`src/rtl/sqtone_pkg.sv`:
```
package sqtone_pkg;

  localparam int unsigned STEP_NUM   = 813;
  localparam int unsigned STEP_SHIFT = 10;

  function automatic longint unsigned level_for(input longint unsigned full,
                                                input int unsigned code,
                                                input int unsigned silent_code);
    longint unsigned v;
    v = full;
    if (code == silent_code) return 64'd0;
    for (int i = 0; i < 64; i++) begin
      if (i < int'(code)) v = (v * STEP_NUM) >> STEP_SHIFT;
    end
    return v;
  endfunction

  function automatic logic flat_period(input int unsigned p);
    return (p <= 1);
  endfunction

endpackage

```
`src/rtl/sqtone_divider.sv`:
```
module sqtone_divider import sqtone_pkg::*; #(
  parameter int CNT_W = 10
) (
  input  logic             clk,
  input  logic             rst_n,
  input  logic             tick_i,
  input  logic [CNT_W-1:0] period_i,
  output logic             sq_o
);

  logic [CNT_W-1:0] cnt_q;
  logic             sq_q;
  logic             borrow;
  logic             flat;

  assign borrow = tick_i && (cnt_q <= CNT_W'(1));
  assign flat   = flat_period(int'(period_i));

  always_ff @(posedge clk or negedge rst_n) begin
    if (!rst_n) begin
      cnt_q <= '0;
      sq_q  <= 1'b0;
    end else if (borrow) begin
      cnt_q <= period_i;
      sq_q  <= flat ? 1'b1 : ~sq_q;
    end else if (tick_i) begin
      cnt_q <= cnt_q - CNT_W'(1);
    end
  end

  assign sq_o = sq_q;

  assert_idle_R2: assert property (@(posedge clk) disable iff (!rst_n)
    !tick_i |=> ($stable(cnt_q) && $stable(sq_q)));

  assert_count_down_R3: assert property (@(posedge clk) disable iff (!rst_n)
    (tick_i && !borrow) |=> (cnt_q == $past(cnt_q) - CNT_W'(1)));

  assert_reload_R4: assert property (@(posedge clk) disable iff (!rst_n)
    borrow |=> (cnt_q == $past(period_i)));

  assert_toggle_R4: assert property (@(posedge clk) disable iff (!rst_n)
    (borrow && (period_i > CNT_W'(1))) |=> (sq_q != $past(sq_q)));

  assert_flat_high_R6: assert property (@(posedge clk) disable iff (!rst_n)
    (borrow && (period_i <= CNT_W'(1))) |=> sq_q);

endmodule

```
`src/rtl/sqtone_level.sv`:
```
module sqtone_level import sqtone_pkg::*; #(
  parameter int ATT_W = 4,
  parameter int AMP_W = 16
) (
  input  logic             clk,
  input  logic             rst_n,
  input  logic             sq_i,
  input  logic [ATT_W-1:0] atten_i,
  output logic [AMP_W-1:0] amp_o
);

  localparam int unsigned     LVLS   = 1 << ATT_W;
  localparam longint unsigned FULL   = (64'd1 << AMP_W) - 64'd1;
  localparam int unsigned     SILENT = LVLS - 1;

  logic [AMP_W-1:0] lut [LVLS];
  logic [AMP_W-1:0] amp_q;

  for (genvar g = 0; g < LVLS; g++) begin : g_lut
    assign lut[g] = AMP_W'(level_for(FULL, g, SILENT));
  end

  always_ff @(posedge clk or negedge rst_n) begin
    if (!rst_n) amp_q <= '0;
    else        amp_q <= sq_i ? lut[atten_i] : '0;
  end

  assign amp_o = amp_q;

  assert_silent_code_R7: assert property (@(posedge clk) disable iff (!rst_n)
    (atten_i == ATT_W'(SILENT)) |=> (amp_q == '0));

  assert_full_scale_R7: assert property (@(posedge clk) disable iff (!rst_n)
    (sq_i && atten_i == '0) |=> (amp_q == AMP_W'(FULL)));

  assert_low_gives_zero_R8: assert property (@(posedge clk) disable iff (!rst_n)
    !sq_i |=> (amp_q == '0));

endmodule

```
`src/rtl/sqtone_chan.sv`:
```
module sqtone_chan #(
  parameter int CNT_W = 10,
  parameter int ATT_W = 4,
  parameter int AMP_W = 16
) (
  input  logic             clk,
  input  logic             rst_n,
  input  logic             tick_i,
  input  logic [CNT_W-1:0] period_i,
  input  logic [ATT_W-1:0] atten_i,
  output logic             sq_o,
  output logic [AMP_W-1:0] amp_o
);

  logic sq_raw;

  sqtone_divider #(.CNT_W(CNT_W)) u_div (
    .clk      (clk),
    .rst_n    (rst_n),
    .tick_i   (tick_i),
    .period_i (period_i),
    .sq_o     (sq_raw)
  );

  sqtone_level #(.ATT_W(ATT_W), .AMP_W(AMP_W)) u_lvl (
    .clk     (clk),
    .rst_n   (rst_n),
    .sq_i    (sq_raw),
    .atten_i (atten_i),
    .amp_o   (amp_o)
  );

  assign sq_o = sq_raw;

  assert_reset_quiet_R1: assert property (@(posedge clk) disable iff (!rst_n)
    ($past(!rst_n) && !$past(tick_i)) |-> (!sq_o && amp_o == '0));

  assert_amp_tracks_sq_R9: assert property (@(posedge clk) disable iff (!rst_n)
    (amp_o != '0) |-> $past(sq_o));

endmodule

```
`config.mk`:
```
export PLATFORM = sky130hd
export DESIGN_NAME = sqtone_chan
export DESIGN_NICKNAME = d
export VERILOG_FILES = /design/src/rtl/sqtone_pkg.sv /design/src/rtl/sqtone_divider.sv /design/src/rtl/sqtone_level.sv /design/src/rtl/sqtone_chan.sv
export SDC_FILE = /design/constraint.sdc
export NUM_CORES = 1
export LEC_CHECK = 0
export ABC_AREA = 0
export CAP_MARGIN = 15
export CORE_UTILIZATION = 50
export DETAILED_ROUTE_END_ITERATION = 6
export GPL_ROUTABILITY_DRIVEN = 0
export PLACE_DENSITY = 0.79
export SYNTH_ARGS = -nofsm -noshare
export SYNTH_HDL_FRONTEND = slang
export SYNTH_SLANG_ARGS = --single-unit
export TNS_END_PERCENT = 1
```
`constraint.sdc`:
```
create_clock -name clk -period 2.1 [get_ports clk]
set_clock_uncertainty 0.2 [all_clocks]
set_input_delay 0.525 -clock clk [delete_from_list [all_inputs] [get_ports clk]]
set_output_delay 0.525 -clock clk [all_outputs]
set_load 0.1 [all_outputs]
```
After elaboration in Yosys (flattened, before gate mapping):

Memory sizes are Yosys's and may differ from the RTL's.
Index checks and enable logic that the tools add are counted.

* memories kept: 1
* register bits: 27
* latch bits: 0
* logic and storage cells: 18
* input bits: 17
* bits in read-only memories: 256
* bits in writable memories: 0
* output and inout port bits: 17

* bitwise logic cells: 2
* add/subtract/negate cells: 1
* divide/modulo/power cells: 0
* mux-type cells: 6
* multiply operators: 0
* equality and inequality tests: 0
* reduce and logical (&&, ||, !) cells: 2
* order comparisons: 3
* shifts and indexed selects: 0

Memories
* (name not given): depth 16, bits a word 16, read ports 1, clocked after memory_dff 0, wr ports 0, line sqtone_level.sv:25 `else amp_q <= sq_i ? lut[atten_i] : '0;`

Operators with widths (number)
* $mux W16: 3
* $le A10 B1 Y1 const B: 2
* $mux W10: 2
* $sub A10 B1 Y10 const B: 1
* $ge A5 B5 Y1 const B: 1
* $not A4 Y5: 1
* $reduce_bool A2 Y1: 1
* $logic_and A1 B1 Y1: 1
* $mux W1: 1
* $not A1 Y1: 1

Logic depth before layout (Yosys ltp):

Gate-level depths: netlist of run 1.

* word-level depth: 5
* depth in mapped cells: 6
* mapped depth without buffers: 6

Modules after synthesis:

From an unflattened synthesis of run 1, not the netlist that was laid out.

* cell total of the unflattened synthesis: 164
* area, all modules: 1624.1 µm²

Modules (own cells, without submodules)
* sqtone_level: area an instance 909.6 µm², cells each 88, times used 1, sequential area each 400.4 µm²
* sqtone_divider: area an instance 714.4 µm², cells each 76, times used 1, sequential area each 275.3 µm²

Least setup slack after synthesis of run 1:

No wires, ideal clock.

* path kind: reg-to-reg
* start point: register u_div.sq_q, in the netlist u_div.sq_o
* end point: register u_lvl.amp_q[3], in the netlist u_lvl.amp_o[3]
* arrival time: 1.492 ns
* path slack: 0.330 ns
* required time: 1.823 ns
* stages on the path, launching flop included: 4
* setup time: 0.077 ns
* period minus slack after synthesis: 1.770 ns
* path buffers: 1
* cells stage by stage: dfrtp_1 clkbuf_1 o21ai_0 a21oi_1

* longest elaborated chain between the ends: 1

Ends and longest elaborated chain
* from (decl): line sqtone_divider.sv:12 `logic sq_q;`
* from (signal assigned): line sqtone_divider.sv:25 `sq_q <= flat ? 1'b1 : ~sq_q;`
* $mux W16: line sqtone_level.sv:25
* to (signal assigned): line sqtone_level.sv:25
* to (decl): line sqtone_level.sv:17 `logic [AMP_W-1:0] amp_q;`

Every way passes these cells.
A chain may end at the register's enable or synchronous reset.

Worst setup path after layout of run 1:

* start point: register u_div.cnt_q[0]
* end point: register u_div.cnt_q[8]

* longest elaborated chain between the ends: 3
* elaborated cells on any way between the ends: 6
* classes of those cells: 1 x add/sub; 1 x order compare; 2 x mux; 2 x reduce/logical

Ends and longest elaborated chain
* from (decl): line sqtone_divider.sv:11 `logic [CNT_W-1:0] cnt_q;`
* from (signal assigned): line sqtone_divider.sv:24 `cnt_q <= period_i;`
* from (signal assigned): line sqtone_divider.sv:27 `cnt_q <= cnt_q - CNT_W'(1);`
* $sub A10 B1 Y10 or $le A10 B1 Y1 (tied branches): line sqtone_divider.sv:27, sqtone_divider.sv:16
* $mux W10 or $logic_and A1 B1 Y1 (tied branches): line sqtone_divider.sv:26, sqtone_divider.sv:16
* $mux W10 or $reduce_bool A2 Y1 (tied branches)

Several ways; a longest one is shown, not always the timed one. The select of a mux whose other input is x is not followed.

==> flow_summary.ini, run 1 <==
[critical_path]
cp_max_fo = 5
critical_path_class = register to register
worstPathRequired_ns = 2.15
reg2reg_to = u_div.cnt_q[8]$_DFFE_PN0P_
arrival_ns = 2.01
cp-start-kind = register
worstReg2RegStart = u_div.cnt_q[0]$_DFFE_PN0P_
r2r_slack_ns = 0.13
cp-end-kind = register
rr_worst_depth = 6

[clocking]
clkLatencyLatePin_ns = 0.32
cts_tree = done
clock_sinks = 27
numCtsBuffers = 3
ctsResizeCount = 0
post-cts-setup-buffers = 0
root_buffer = clkbuf_4
clk_pin_slew_ns = 0.14
cts.htree.levels = 1
cts_hold_buf = 0
cts_max_path_buffers = 2

[finish]
instances_no_fill = 271
final_cell_mix = dfrtp_1 (27), nand2_1 (20), buf_4 (20), buf_12 (17), clkdlybuf4s50_1 (16)
fillers = 231
areaGrowthSynthToFinish_pct = 43.3
final_common_cell = dfrtp_1
drive_above_1_share = 0.211
antenna_cells = 0
nets = 254
postLayoutCellArea_mm2 = 0.00231

[timing]
finalMaxSlewViolations = 0
setup_slack_ns = 0.134
fmax_mhz = 509
period_share = 0.936
hold_viol_final = 0
grt_setup_unrepaired = false
slew_headroom = 0.777
fin_hold_ws_ns = 0.349
finalCriticalPeriod_ns = 1.97
tightestPinTransition_ns = 0.333
setup_viol = 0

[grt]
grt_overflow_total = 0
grt_pass1_vias = 1511
antenna_found_initial = 0
grt_pass1_wl_mm = 6.82
grt_max_degree = 28
grt_util_all_layers = 0.259

[pwr]
vdd_drop_max_mv = 0.281
power_density_mw_per_mm2 = 578
p_comb_frac = 0.306
power_leakage_nw = 1.06
swShare = 0.357
p_seq_frac = 0.528
p_clk_frac = 0.166
p_int_w = 0.000856
switchingPower_w = 0.000476

[drt]
wire_per_inst_um = 15.1
drcViolationCount = 0
route.vias.total = 1557
wl_mm = 4.09
ant_nets = 0
first_iter_violations = 151
dr.pass1.iters = 4
post_drt_via_cell_ratio = 5.75

[synth]
yosysTopAreaCellShare = 0.420
ys_top_cells_by_area = dfrtp_1 (42%), ha_1 (7.0%), nand2_1 (4.7%)
yosys_warnings = 0
synth-seq-cells = 27
syn-num-nets = 203
yosys_most_used_dff = dfrtp_1
syn_area_per_cell_um2 = 9.09
seq_area_frac_synth = 0.420
syn-cell-area_mm2 = 0.00161
synth_cell_types = 43
synthCells = 177
synth_edf_count = 0
async_reset_ff_frac = 1.00
yosysTopAreaCell = dfrtp_1

[die]
dieHeight_um = 58.7
core_mm2 = 0.00305
std_cell_rows = 20
ios = 34
start_util = 0.527
fp.dieW_um = 58.7
dieArea_mm2 = 0.00345

[outcome]
status = complete, no violations

[placed_design]
placed_area_mm2 = 0.00228
post-dp-hpwl_mm = 3.19
dp_slack_ns = -0.148
numPortBuffers = 33
placed_cells = 267

[job]
maxCapViolCount = 0

[hold_path]
min_path_type = input port to async pin
power by group through the flow:
stage	registers, W	clock network, W	logic (W)
after CTS	0.000701	0.000229	0.000405
after global routing	0.000713	0.000257	0.000452
after global placement	0.000703	0	0.000379
after detailed placement	0.000711	0	0.000402
final	0.000704	0.000220	0.000408
after floorplan	0.000688	0	0.000250
layout make-up:
class,instances,area (um2),area share
clock inverter,1,5.00,0.00217
inverter,14,52.6,0.0228
timing repair buffer,53,651,0.282
tap,44,55.1,0.0239
clock buffer,3,22.5,0.00977
multi-input combinational,129,845,0.366
sequential,27,676,0.293
cell usage after synthesis, drive strengths merged, types with 5 or more instances:
library cell / number
inv: 14
nor2b: 6
a21oi: 6
nor2: 12
o21ai: 13
a21boi: 5
nand3: 6
ha: 9
dfrtp: 27
a31oi: 5
nand2: 20
o211ai: 5
worst max path at each step:
stage,to,from,slack (ns),cells past startpoint
after floorplan,u_lvl.amp_o[3]$_DFF_PN0_,u_div.sq_o$_DFFE_PN0P_,0.33,3
after global placement,u_div.sq_o$_DFFE_PN0P_,tick_i,-0.08,5
after detailed placement,u_lvl.amp_o[12]$_DFF_PN0_,atten_i[0],-0.15,6
after CTS,u_div.cnt_q[8]$_DFFE_PN0P_,u_div.cnt_q[0]$_DFFE_PN0P_,0.15,6
after global routing,u_div.cnt_q[8]$_DFFE_PN0P_,u_div.cnt_q[0]$_DFFE_PN0P_,0.001,6
final,u_div.cnt_q[8]$_DFFE_PN0P_,u_div.cnt_q[0]$_DFFE_PN0P_,0.13,6
kinds of logic after synthesis:
kind of cell	after synthesis	share of synthesized area
buf+inv	21	0.0552
fa+ha+maj	9	0.0700
compound gates	52	0.216
flops	27	0.420
mux	1	0.00622
simple gates	67	0.233
stage by stage:
step,util,setup TNS (ns),power (W)
global route,0.755,0,0.00142
CTS,0.755,0,0.00134
finish,0.755,0,0.00133
global placement,0.746,-0.457,0.00108
floorplan,-,0,0.000938
detailed placement,0.746,-0.796,0.00111
worst max-delay path, cell delays in order (launching register included):
cell     delay, ns
dfrtp_1       0.43
inv_1         0.12
ha_1          0.23
or2b_1        0.32
nor3b_1       0.32
o21ai_1       0.10
a22oi_1       0.18
metal layers:
| layer | global-route usage | vias up | share of wire |
|---|---|---|---|
| met3 | 0.0220 | 10 | 0.035 |
| li1 | - | 736 | - |
| met2 | 0.490 | 49 | 0.55 |
| met5 | 0 | - | 0 |
| met1 | 0.300 | 762 | 0.39 |
| met4 | 0.0952 | 0 | 0.019 |
flip-flops by register name (all words and copies together), names as in the netlist:
register	flops
u_lvl.amp_o	16
u_div.cnt_q	10
u_div.sq_o	1
(Power assumes the default switching activity.)
==> inputs of run 2 (changes only) <==
--- a/config.mk
+++ b/config.mk
@@ -10,7 +10,9 @@
 export CORE_UTILIZATION = 50
 export DETAILED_ROUTE_END_ITERATION = 6
 export GPL_ROUTABILITY_DRIVEN = 0
+export GPL_TIMING_DRIVEN = 0
 export PLACE_DENSITY = 0.79
+export SLEW_MARGIN = 20
 export SYNTH_ARGS = -nofsm -noshare
 export SYNTH_HDL_FRONTEND = slang
 export SYNTH_SLANG_ARGS = --single-unit
==> flow_summary.ini, run 2 (synthesis gave the netlist of run 1 again) <==
[drt]
route.vias.total = 1468
wire_per_inst_um = 15.4
drcViolationCount = 0
dr.pass1.iters = 4
ant_nets = 0
post_drt_via_cell_ratio = 5.69
first_iter_violations = 155
wl_mm = 3.98

[placed_design]
numPortBuffers = 33
placed_cells = 254
post-dp-hpwl_mm = 2.97
dp_slack_ns = -0.492

[die]
dieHeight_um = 58.7
dieArea_mm2 = 0.00345
core_mm2 = 0.00305
ios = 34
fp.dieW_um = 58.7
start_util = 0.527
std_cell_rows = 20

[clocking]
clock_sinks = 27
root_buffer = clkbuf_4
cts.htree.levels = 1
clkLatencyLatePin_ns = 0.32
numCtsBuffers = 3
cts_max_path_buffers = 2
cts_tree = done
clk_pin_slew_ns = 0.14

[critical_path]
worstReg2RegStart = u_div.cnt_q[5]$_DFFE_PN0P_
arrival_ns = 2.04
rr_worst_depth = 4
worstPathRequired_ns = 2.13
cp-end-kind = register
r2r_slack_ns = 0.12
cp_max_fo = 9
cp-start-kind = input port
critical_path_class = input port to register
reg2reg_to = u_div.sq_o$_DFFE_PN0P_

[timing]
finalMaxSlewViolations = 0
fin_hold_ws_ns = -0.0203
tightestPinTransition_ns = 0.760
setup_slack_ns = 0.0850
period_share = 0.960
setup_viol = 0
hold_viol_final = 27
fmax_mhz = 496
slew_headroom = 0.490
grt_setup_unrepaired = true
finalSetupTns_ns = 0
finalCriticalPeriod_ns = 2.02

[finish]
final_cell_mix = dfrtp_1 (27), nand2_1 (20), clkdlybuf4s15_2 (15), inv_1 (14), clkdlybuf4s50_1 (13)
multiInputGateArea_um2 = 856
fillers = 274
drive_above_1_share = 0.159
post-route-util = 0.668
seq_area_um2 = 676
areaGrowthSynthToFinish_pct = 26.7
instances_no_fill = 258
final_common_cell = dfrtp_1
antenna_cells = 0
nets = 241
largest_reg_flops = 16

[grt]
grt_pass1_vias = 1497
grt_overflow_total = 0
grt_util_all_layers = 0.246
grt_max_degree = 28
antenna_found_initial = 0
grt_pass1_wl_mm = 6.48

[pwr]
power_leakage_nw = 0.914
power_density_mw_per_mm2 = 635
vdd_drop_max_mv = 0.245

[outcome]
status = finished, violations left
violations = hold timing

[job]
maxCapViolCount = 0

[hold_path]
min_path_type = input port to async pin
==> run 2: changes by cell type in the layout (fill, tap and decap cells not counted), moves of 2 or more <==
cell             change
buf_4               -19
dlygate4sd2_1        +2
clkbuf_2             +3
buf_2                +2
clkbuf_1             +3
clkdlybuf4s50_1      -3
clkdlybuf4s15_2     +15
buf_12              -17
==> run 2: area by class of cell <==
class / count / area share
sequential: 27 / 0.331
tap: 44 / 0.0270
inverter: 14 / 0.0258
clock buffer: 4 / 0.0129
timing repair buffer: 33 / 0.164
multi-input combinational: 129 / 0.420
buffer: 7 / 0.0190
==> run 2: metal layers <==
layer | part of all wire | vias up | GRT usage
met5 | 0 | - | 0
li1 | - | 706 | -
met2 | 0.53 | 42 | 0.451
met3 | 0.039 | 8 | 0.0198
met1 | 0.41 | 712 | 0.289
met4 | 0.016 | 0 | 0.116
==> run 2: report_power, final <==
group,switching (W),leakage (nW),internal [W]
logic,0.000198,0.551,0.000164
clock network,0.000149,0.0150,0.0000743
registers,0.000122,0.348,0.000586
==> run 2: critical path, cell delays in order <==
cell and delay (ns):
dlygate4sd2_1 0.40, inv_1 0.21, ha_1 0.27, nor2b_1 0.16
a211o_1 0.29, and3_1 0.18
==> run 2: what timing repair did <==
action	4_1_cts	5_1_grt
gates resized for setup	54	7
pin swaps	0	1
setup buffers	0	0
gates cloned	0	0
endpoints found under the setup margin	22	14
hold buffers	0	0
==> run 2: metrics by stage <==
stage          power [W]  cell area (um2)
6_report         0.00129             2040
2_1_floorplan   0.000938             1610
5_1_grt          0.00137             2040
4_1_cts          0.00128             2030
3_3_place_gp     0.00104             1990
3_5_place_dp     0.00106             1990
==> run 2: worst max path at each step <==
| stage | depth (start not counted) | from | endpoint |
|---|---|---|---|
| after CTS | 1 | u_lvl.amp_o[8]$_DFF_PN0_ | amp_o[8] |
| after global routing | 4 | u_div.cnt_q[5]$_DFFE_PN0P_ | u_div.sq_o$_DFFE_PN0P_ |
| after floorplan | 3 | u_div.sq_o$_DFFE_PN0P_ | u_lvl.amp_o[3]$_DFF_PN0_ |
| final | 6 | atten_i[1] | u_lvl.amp_o[12]$_DFF_PN0_ |
| after detailed placement | 6 | atten_i[0] | u_lvl.amp_o[12]$_DFF_PN0_ |
| after global placement | 6 | atten_i[1] | u_lvl.amp_o[12]$_DFF_PN0_ |
==> inputs of run 3 (changes only) <==
--- a/config.mk
+++ b/config.mk
@@ -12,6 +12,7 @@
 export GPL_ROUTABILITY_DRIVEN = 0
 export GPL_TIMING_DRIVEN = 0
 export PLACE_DENSITY = 0.79
+export SETUP_SLACK_MARGIN = 0.3
 export SLEW_MARGIN = 20
 export SYNTH_ARGS = -nofsm -noshare
 export SYNTH_HDL_FRONTEND = slang
==> flow_summary.ini, run 3 (synthesis gave the netlist of run 1 again) <==
[finish]
largest_reg_flops = 16
multiInputGateArea_um2 = 882
fillers = 271
nets = 247
drive_above_1_share = 0.227
final_cell_mix = dfrtp_1 (24), nand2_1 (20), buf_2 (17), clkdlybuf4s50_1 (13)
areaGrowthSynthToFinish_pct = 26.4
instances_no_fill = 264
seq_area_um2 = 679
final_common_cell = dfrtp_1
antenna_cells = 0

[grt]
grt_pass1_wl_mm = 6.65
grt_max_degree = 28
grt_pass1_vias = 1537
grt_util_all_layers = 0.252
grt_overflow_total = 0
antenna_found_initial = 0

[timing]
fmax_mhz = 538
slew_headroom = 0.604
period_share = 0.885
finalCriticalPeriod_ns = 1.86
grt_setup_unrepaired = true
finalMaxSlewViolations = 0
setup_viol = 0
fin_hold_ws_ns = -0.0129
hold_viol_final = 27
finalSetupTns_ns = 0
tightestPinTransition_ns = 0.594
setup_slack_ns = 0.242

[pwr]
power_density_mw_per_mm2 = 683
power_leakage_nw = 0.977
vdd_drop_max_mv = 0.247
total_power_w = 0.00139

[clocking]
clkLatencyLatePin_ns = 0.32
root_buffer = clkbuf_4
cts_tree = done
clk_pin_slew_ns = 0.14
cts.htree.levels = 1
clock_sinks = 27
cts_max_path_buffers = 2
numCtsBuffers = 3

[placed_design]
numPortBuffers = 33
dp_slack_ns = -0.492
placed_cells = 254
post-dp-hpwl_mm = 2.97

[drt]
route.vias.total = 1500
drcViolationCount = 0
wl_mm = 4.18
wire_per_inst_um = 15.8
dr.pass1.iters = 4
ant_nets = 0
post_drt_via_cell_ratio = 5.68
first_iter_violations = 100

[critical_path]
cp-end-kind = register
rr_worst_depth = 6
r2r_slack_ns = 0.26
arrival_ns = 1.90
worstPathRequired_ns = 2.14
reg2reg_to = u_div.cnt_q[3]$_DFFE_PN0P_
cp_max_fo = 10
worstReg2RegStart = u_div.cnt_q[1]$_DFFE_PN0P_
cp-start-kind = input port
critical_path_class = input port to register

[die]
std_cell_rows = 20
ios = 34
core_mm2 = 0.00305
dieArea_mm2 = 0.00345
start_util = 0.527
dieHeight_um = 58.7
fp.dieW_um = 58.7

[job]
maxCapViolCount = 0

[outcome]
status = finished, violations left
violations = hold timing

[hold_path]
min_path_type = input port to async pin
-- run 3: cell count changes in the layout (fill, tap and decap cells not counted), moves of 2 or more --
cell	before	now
buf_2	2	17
clkdlybuf4s15_2	15	2
buf_4	1	7
dfrtp_1	27	24
dfrtp_2	0	3
dlygate4sd2_1	2	0
inv_1	14	12
inv_2	0	2
-- run 3: how the worst max path moves through the flow --
| stage | start | to | slack (ns) | cells past startpoint |
|---|---|---|---|---|
| after global placement | atten_i[1] | u_lvl.amp_o[12]$_DFF_PN0_ | -0.41 | 6 |
| final | tick_i | u_div.cnt_q[7]$_DFFE_PN0P_ | 0.24 | 5 |
| after CTS | atten_i[3] | u_lvl.amp_o[3]$_DFF_PN0_ | 0.19 | 6 |
| after floorplan | u_div.sq_o$_DFFE_PN0P_ | u_lvl.amp_o[3]$_DFF_PN0_ | 0.33 | 3 |
| after detailed placement | atten_i[0] | u_lvl.amp_o[12]$_DFF_PN0_ | -0.49 | 6 |
| after global routing | u_div.cnt_q[7]$_DFFE_PN0P_ | u_div.sq_o$_DFFE_PN0P_ | 0.14 | 4 |
-- run 3: what timing repair did --
action	4_1_cts	5_1_grt
hold buffers	0	0
endpoints found under the hold margin	0	0
endpoints found under the setup margin	43	38
buffers inserted	2	4
resized for setup	98	12
pin swaps	1	3
-- run 3: worst max-delay path, stage by stage --
cell and delay [ns]:
clkdlybuf4s50_1 0.48, buf_4 0.17, dlygate4sd1_1 0.42, o211ai_1 0.14, a32oi_1 0.16
-- run 3: final cells by class --
class                   count  share of cell area
inverters                  14              0.0258
clock buffers               4              0.0129
plain buffers               7              0.0221
well taps                  44              0.0271
multi-input cells         129               0.434
repair buffers             39               0.145
flip-flops and latches     27               0.334
-- run 3: where the power goes --
group,internal [W],switching [W]
clock,0.0000743,0.000147
sequential,0.000589,0.000131
combinational,0.000220,0.000229
-- run 3: metrics by stage --
step | instance area (um2) | utilization
6_report | 2030 | 0.666
3_5_place_dp | 1990 | 0.652
3_3_place_gp | 1990 | 0.653
4_1_cts | 1970 | 0.645
2_1_floorplan | 1610 | -
5_1_grt | 2030 | 0.666
-- run 3: routing by layer --
metal  vias to the layer above  GRT usage  wire [um]
li1                        718          -          -
met2                        41      0.477       2280
met4                         0      0.109         70
met1                       733      0.288       1700
met5                         -          0          0
met3                         8     0.0198        129
